### src/rtl/mfe_pkg.sv
package mfe_pkg;

  localparam int unsigned PAT_W = 8;

  localparam logic [PAT_W-1:0] CHK_EVEN0 = 8'h55;
  localparam logic [PAT_W-1:0] CHK_ODD0  = 8'hAA;

  typedef enum logic [1:0] {
    ST_IDLE = 2'd0,
    ST_FILL = 2'd1,
    ST_DONE = 2'd2
  } fill_state_e;

  typedef enum logic [1:0] {
    PAT_CHECK0 = 2'b00,
    PAT_CHECK1 = 2'b01,
    PAT_ADDR   = 2'b10,
    PAT_NADDR  = 2'b11
  } pat_sel_e;

endpackage

### src/rtl/mfe_sequencer.sv
module mfe_sequencer
  import mfe_pkg::*;
#(
  parameter int unsigned DEPTH = 256,
  parameter int unsigned AW    = 8
) (
  input  logic          clk,
  input  logic          rst_n,
  input  logic          fill_en,
  input  logic          done_clr,
  output fill_state_e   state,
  output logic          fill_we,
  output logic [AW-1:0] fill_addr,
  output logic          fill_done
);

  localparam logic [AW-1:0] LAST_ADDR = AW'(DEPTH - 1);

  fill_state_e   state_q, state_d;
  logic [AW-1:0] addr_q, addr_d;
  logic          at_last;

  assign at_last = (addr_q == LAST_ADDR);
  assign fill_we = (state_q == ST_FILL) && fill_en;

  always_comb begin
    state_d = state_q;
    unique case (state_q)
      ST_IDLE: if (fill_en) state_d = ST_FILL;
      ST_FILL: begin
        if (!fill_en)     state_d = ST_IDLE;
        else if (at_last) state_d = ST_DONE;
      end
      ST_DONE: if (done_clr) state_d = fill_en ? ST_FILL : ST_IDLE;
      default: state_d = ST_IDLE;
    endcase
  end

  always_comb begin
    if (state_q != ST_FILL)      addr_d = '0;
    else if (fill_we && !at_last) addr_d = addr_q + 1'b1;
    else                          addr_d = addr_q;
  end

  always_ff @(posedge clk or negedge rst_n) begin
    if (!rst_n) begin
      state_q <= ST_IDLE;
      addr_q  <= '0;
    end else begin
      state_q <= state_d;
      addr_q  <= addr_d;
    end
  end

  assign state     = state_q;
  assign fill_addr = addr_q;
  assign fill_done = (state_q == ST_DONE);

endmodule

### src/rtl/mfe_pattern_gen.sv
module mfe_pattern_gen
  import mfe_pkg::*;
#(
  parameter int unsigned AW = 8
) (
  input  logic [1:0]       pat_sel,
  input  logic [AW-1:0]    addr,
  output logic [PAT_W-1:0] data
);

  logic [PAT_W-1:0] addr_byte;

  generate
    if (AW >= PAT_W) begin : g_wide
      assign addr_byte = addr[PAT_W-1:0];
    end else begin : g_narrow
      assign addr_byte = {{(PAT_W - AW){1'b0}}, addr};
    end
  endgenerate

  always_comb begin
    unique case (pat_sel_e'(pat_sel))
      PAT_CHECK0: data = addr[0] ? CHK_ODD0  : CHK_EVEN0;
      PAT_CHECK1: data = addr[0] ? CHK_EVEN0 : CHK_ODD0;
      PAT_ADDR:   data = addr_byte;
      PAT_NADDR:  data = ~addr_byte;
      default:    data = '0;
    endcase
  end

endmodule

### src/rtl/mfe_port_arb.sv
module mfe_port_arb
  import mfe_pkg::*;
#(
  parameter int unsigned AW = 8,
  parameter int unsigned DW = 8
) (
  input  fill_state_e   state,
  input  logic          fill_we,
  input  logic [AW-1:0] fill_addr,
  input  logic [DW-1:0] fill_data,
  input  logic          host_wr_valid,
  input  logic [AW-1:0] host_wr_addr,
  input  logic [DW-1:0] host_wr_data,
  input  logic          host_rd_valid,
  output logic          host_wr_ready,
  output logic          host_rd_ready,
  output logic          mem_we,
  output logic [AW-1:0] mem_waddr,
  output logic [DW-1:0] mem_wdata,
  output logic          mem_re
);

  logic host_wr_take;

  assign host_wr_ready = (state == ST_IDLE);
  assign host_rd_ready = (state != ST_FILL);
  assign host_wr_take  = host_wr_valid && host_wr_ready;
  assign mem_re        = host_rd_valid && host_rd_ready;

  always_comb begin
    if (fill_we) begin
      mem_we    = 1'b1;
      mem_waddr = fill_addr;
      mem_wdata = fill_data;
    end else begin
      mem_we    = host_wr_take;
      mem_waddr = host_wr_addr;
      mem_wdata = host_wr_data;
    end
  end

endmodule

### src/rtl/mfe_mem.sv
module mfe_mem #(
  parameter int unsigned DEPTH = 256,
  parameter int unsigned AW    = 8,
  parameter int unsigned DW    = 8
) (
  input  logic          clk,
  input  logic          rst_n,
  input  logic          we,
  input  logic [AW-1:0] waddr,
  input  logic [DW-1:0] wdata,
  input  logic          re,
  input  logic [AW-1:0] raddr,
  output logic [DW-1:0] rdata,
  output logic          rvalid
);

  logic [DW-1:0] store [DEPTH];

  always_ff @(posedge clk) begin
    if (we) store[waddr] <= wdata;
    if (re) rdata <= store[raddr];
  end

  always_ff @(posedge clk or negedge rst_n) begin
    if (!rst_n) rvalid <= 1'b0;
    else        rvalid <= re;
  end

endmodule

### src/rtl/mem_fill_engine.sv
module mem_fill_engine
  import mfe_pkg::*;
#(
  parameter int unsigned DEPTH = 256,
  localparam int unsigned AW   = (DEPTH > 1) ? $clog2(DEPTH) : 1,
  localparam int unsigned DW   = PAT_W
) (
  input  logic          clk,
  input  logic          rst_n,
  input  logic          fill_en,
  input  logic [1:0]    pat_sel,
  input  logic          done_clr,
  output logic          fill_done,
  input  logic          host_wr_valid,
  output logic          host_wr_ready,
  input  logic [AW-1:0] host_wr_addr,
  input  logic [DW-1:0] host_wr_data,
  input  logic          host_rd_valid,
  output logic          host_rd_ready,
  input  logic [AW-1:0] host_rd_addr,
  output logic [DW-1:0] host_rd_data,
  output logic          host_rd_dvalid,
  output logic          mem_we,
  output logic [AW-1:0] mem_waddr,
  output logic [DW-1:0] mem_wdata
);

  fill_state_e   state;
  logic          fill_we;
  logic [AW-1:0] fill_addr;
  logic [DW-1:0] fill_data;
  logic          mem_re;

  mfe_sequencer #(.DEPTH(DEPTH), .AW(AW)) u_seq (
    .clk       (clk),
    .rst_n     (rst_n),
    .fill_en   (fill_en),
    .done_clr  (done_clr),
    .state     (state),
    .fill_we   (fill_we),
    .fill_addr (fill_addr),
    .fill_done (fill_done)
  );

  mfe_pattern_gen #(.AW(AW)) u_pat (
    .pat_sel (pat_sel),
    .addr    (fill_addr),
    .data    (fill_data)
  );

  mfe_port_arb #(.AW(AW), .DW(DW)) u_arb (
    .state         (state),
    .fill_we       (fill_we),
    .fill_addr     (fill_addr),
    .fill_data     (fill_data),
    .host_wr_valid (host_wr_valid),
    .host_wr_addr  (host_wr_addr),
    .host_wr_data  (host_wr_data),
    .host_rd_valid (host_rd_valid),
    .host_wr_ready (host_wr_ready),
    .host_rd_ready (host_rd_ready),
    .mem_we        (mem_we),
    .mem_waddr     (mem_waddr),
    .mem_wdata     (mem_wdata),
    .mem_re        (mem_re)
  );

  mfe_mem #(.DEPTH(DEPTH), .AW(AW), .DW(DW)) u_mem (
    .clk    (clk),
    .rst_n  (rst_n),
    .we     (mem_we),
    .waddr  (mem_waddr),
    .wdata  (mem_wdata),
    .re     (mem_re),
    .raddr  (host_rd_addr),
    .rdata  (host_rd_data),
    .rvalid (host_rd_dvalid)
  );

endmodule

### config.mk
export PLATFORM = sky130hd
export DESIGN_NAME = mem_fill_engine
export DESIGN_NICKNAME = d
export VERILOG_FILES = /design/src/rtl/mfe_pkg.sv /design/src/rtl/mfe_sequencer.sv /design/src/rtl/mfe_pattern_gen.sv /design/src/rtl/mfe_port_arb.sv /design/src/rtl/mfe_mem.sv /design/src/rtl/mem_fill_engine.sv
export SDC_FILE = /design/constraint.sdc
export NUM_CORES = 2
export LEC_CHECK = 0
export ABC_CLOCK_PERIOD_IN_PS = 4900
export BUFFER_PORTS_ARGS = -buffer_cell sky130_fd_sc_hd__buf_4
export CORE_MARGIN = 2
export CORE_UTILIZATION = 50
export DETAILED_ROUTE_END_ITERATION = 12
export HOLD_SLACK_MARGIN = 0.06
export MAX_ROUTING_LAYER = met4
export PLACE_DENSITY = 0.78
export SYNTH_ARGS = -nofsm -noshare
export SYNTH_HDL_FRONTEND = slang
export SYNTH_HIERARCHICAL = 1
export SYNTH_SLANG_ARGS = --single-unit
### constraint.sdc
create_clock -name clk -period 4.9 [get_ports clk]
set_clock_uncertainty 0.05 [all_clocks]
set_input_delay 1.225 -clock clk [delete_from_list [all_inputs] [get_ports clk]]
set_output_delay 1.225 -clock clk [all_outputs]
set_load 0.01 [all_outputs]
==> reports/metrics.cfg <==
[routing]
firstDrtPassIters=8
drtIter0Drc=6775
ant_nets=0
vias=42400
wire_per_inst_um=30.8
avgViaCountPerCell=6.46
drc=0
wl_mm=202

[clock_network]
clock-root-buffer=clkbuf_16
cts_sinks=2067
ctsHoldBuffers=0
cts_buffers=193
clk_path_buf_depth=3
clkLatencyLatePin_ns=0.83
cts_tree=yes
htreeDepth=4
path_clk_slew_ns=0.06

[pwr]
switchingPower_mw=7.94
power_frac_clock_pct=39.4
power_density_nw_per_um2=396
p_leak_nw=29.1
combinationalPowerShare_pct=6.2
seqPwrFrac_pct=54.5
intPower_mw=28.4
fin_total_pwr_mw=36.3
ir_worst_vdd_v=0.000342
p_sw_share_pct=21.9

[floorplan]
fp.dieH_um=406
ios=61
die_x_um=406
die-area_sq_um=165000
start_util_pct=50.3
num_rows=147
coreArea_sq_um=160000

[final_layout]
area_delta_synth_final_pct=13.8
fin_cells=6554
fin_util_pct=57.2
fin_area_sq_um=91800
final_cell_mix=edfxtp_1, mux4_2, buf_4
fill_cells=11200
antenna_cells=0
final_common_cell=edfxtp_1
final_nets=4268
final_layout_size_suffix_gt1_share_pct=27.4

[global_route]
antenna_found_initial=3
grt_pass1_wl_mm=294
grt_max_degree=217
grt-ovfl-total=0
track_usage_pct=25.5
grt_pass1_vias=42100

[place]
placed_area_sq_um=85800
io_buffers=60
place.gp.congestion=0.915
dp.cells=6200
hpwl_mm=123
pre_cts_ws_ns=0.177

[critical_path]
critPathBufInv=2
worst_setup_path_end_kind=primary output
critPathLaunch=u_seq/state[0]$_DFFE_PN0P_
crit_fanout=22
max_stage_delay_ns=0.51
crit_top_cell=buf_4
worstSetupPathType=reg -> out
startpoint_type=register
crit_family=simple AND/OR/NAND/NOR gates
rr_startpoint=u_seq/state[0]$_DFFE_PN0P_
arrival_ns=3.25
critical_path.slowest_cell=mux2_8
crit_required_ns=3.62
path_cells=nor2b_2 -> and2_1 -> buf_4 -> mux2_8 -> buf_4

[logic_synthesis]
ys_seq_area_share_pct=76.9
syn-cell-area_sq_um=80700
ys_warn_count=6
yosys.cell_types.count=69
synth-async-reset-ratio_pct=0.532
ys_seq_elements=2067
syn_nets=3870
synth_edf_count=2056
synth_ff_type=edfxtp_1
postSynthCellCount=3837
avgSynthCellArea_sq_um=21.0

[timing]
setup_tns_ns=0
final_hold_viol_count=0
fin_crit_sh_pct=92.4
worst_slew_pin_slew_ns=1.28
layout_min_cycle_time_ns=4.53
whs_ns=0.177
setup_slack_ns=0.374
setup_viol=0
relSlewSlack_pct=14.7
rsz0062_at_grt=false
maxSlewViolCount=0
max_freq_ghz=0.221

[outcome]
outcome=complete, no violations

[worst_hold_path]
hp-class=in -> async

[flow_run]
drv_cap=0

-- metal layers --
layer | up-vias | part of all wire, % | track usage (%)
met3 | 451 | 12 | 5.21
met4 | 0 | 3.9 | 9.32
li1 | 16800 | - | -
met2 | 3142 | 48 | 38.7
met1 | 21900 | 36 | 34.6
met5 | - | 0 | -
-- path summary, 6_finish.rpt --
| path | endpoint | slack, ns | cells past startpoint |
|---|---|---|---|
| min in group clk | u_seq/state[1]$_DFFE_PN0P_ | 0.59 | 1 |
| hold reg to reg | u_seq/state[1]$_DFFE_PN0P_ | 0.59 | 1 |
| setup / recovery | mem_wdata[5] | 0.37 | 5 |
| hold / removal | u_seq/state[1]$_DFFE_PN0P_ | 0.18 | 1 |
| setup reg to reg | u_mem/store[115][4]$_DFFE_PP_ | 0.98 | 7 |
| max in group asynchronous | u_seq/fill_addr[6]$_DFFE_PN0P_ | 4.46 | 1 |
-- power groups by stage --
stage	clock network (mW)	registers [mW]	logic, mW
floorplan	0	20.2	1.26
global route	15.1	19.8	2.34
global placement	0	20.1	2.15
finish	14.3	19.8	2.24
detailed placement	0	20.1	2.21
CTS	14.4	19.8	2.23
-- area by class of cell --
cell class | count | area, sq um | share of cell area (%)
clock buffers | 243 | 5090 | 5.55
flip-flops and latches | 2067 | 62000 | 67.6
multi-input cells | 1527 | 17300 | 18.8
repair buffers | 443 | 3820 | 4.16
clock inverters | 111 | 877 | 0.956
inverters | 3 | 11.3 | 0.0123
well taps | 2160 | 2700 | 2.94
-- synthesized netlist by cell type, drive strengths merged, types with 17 or more instances --
master	instances	area (sq um)
edfxtp	2056	61700
mux4	456	10300
nor2	285	1070
mux2i	137	1370
a22oi	133	998
buf	128	1100
clkbuf	112	420
a21oi	108	541
o221ai	47	418
nand2	38	143
nand3	38	190
nor2b	35	226
o22ai	28	175
nor4	27	188
nor3	24	120
a211oi	17	128
mux2	17	225
-- registers in the layout, summed over array words and instances, names as in the netlist --
signal / count
u_mem/rdata: 8
u_mem/rvalid: 1
u_mem/store: 2048
u_seq/state: 2
u_seq/fill_addr: 8
-- cells by family (layout without fill, tap and decap cells) --
kind of cell	count (synthesis)	count (layout)	share of synthesized area, %
adders and majority gates	1	1	0.0155
muxes	610	610	14.7
AOI/OAI and AO/OA	407	407	3.54
DFF	2067	2067	76.9
buffers and inverters	243	800	1.90
and+or+nand+nor	500	500	2.84
xor gates and xnor gates	9	9	0.0977
-- repair_timing --
item                                    in CTS  in global routing
resized for setup                            0                  1
buffers inserted                             0                  0
endpoints found under the setup margin       0                  2
Note: power is estimated with default switching activity, not from simulation.
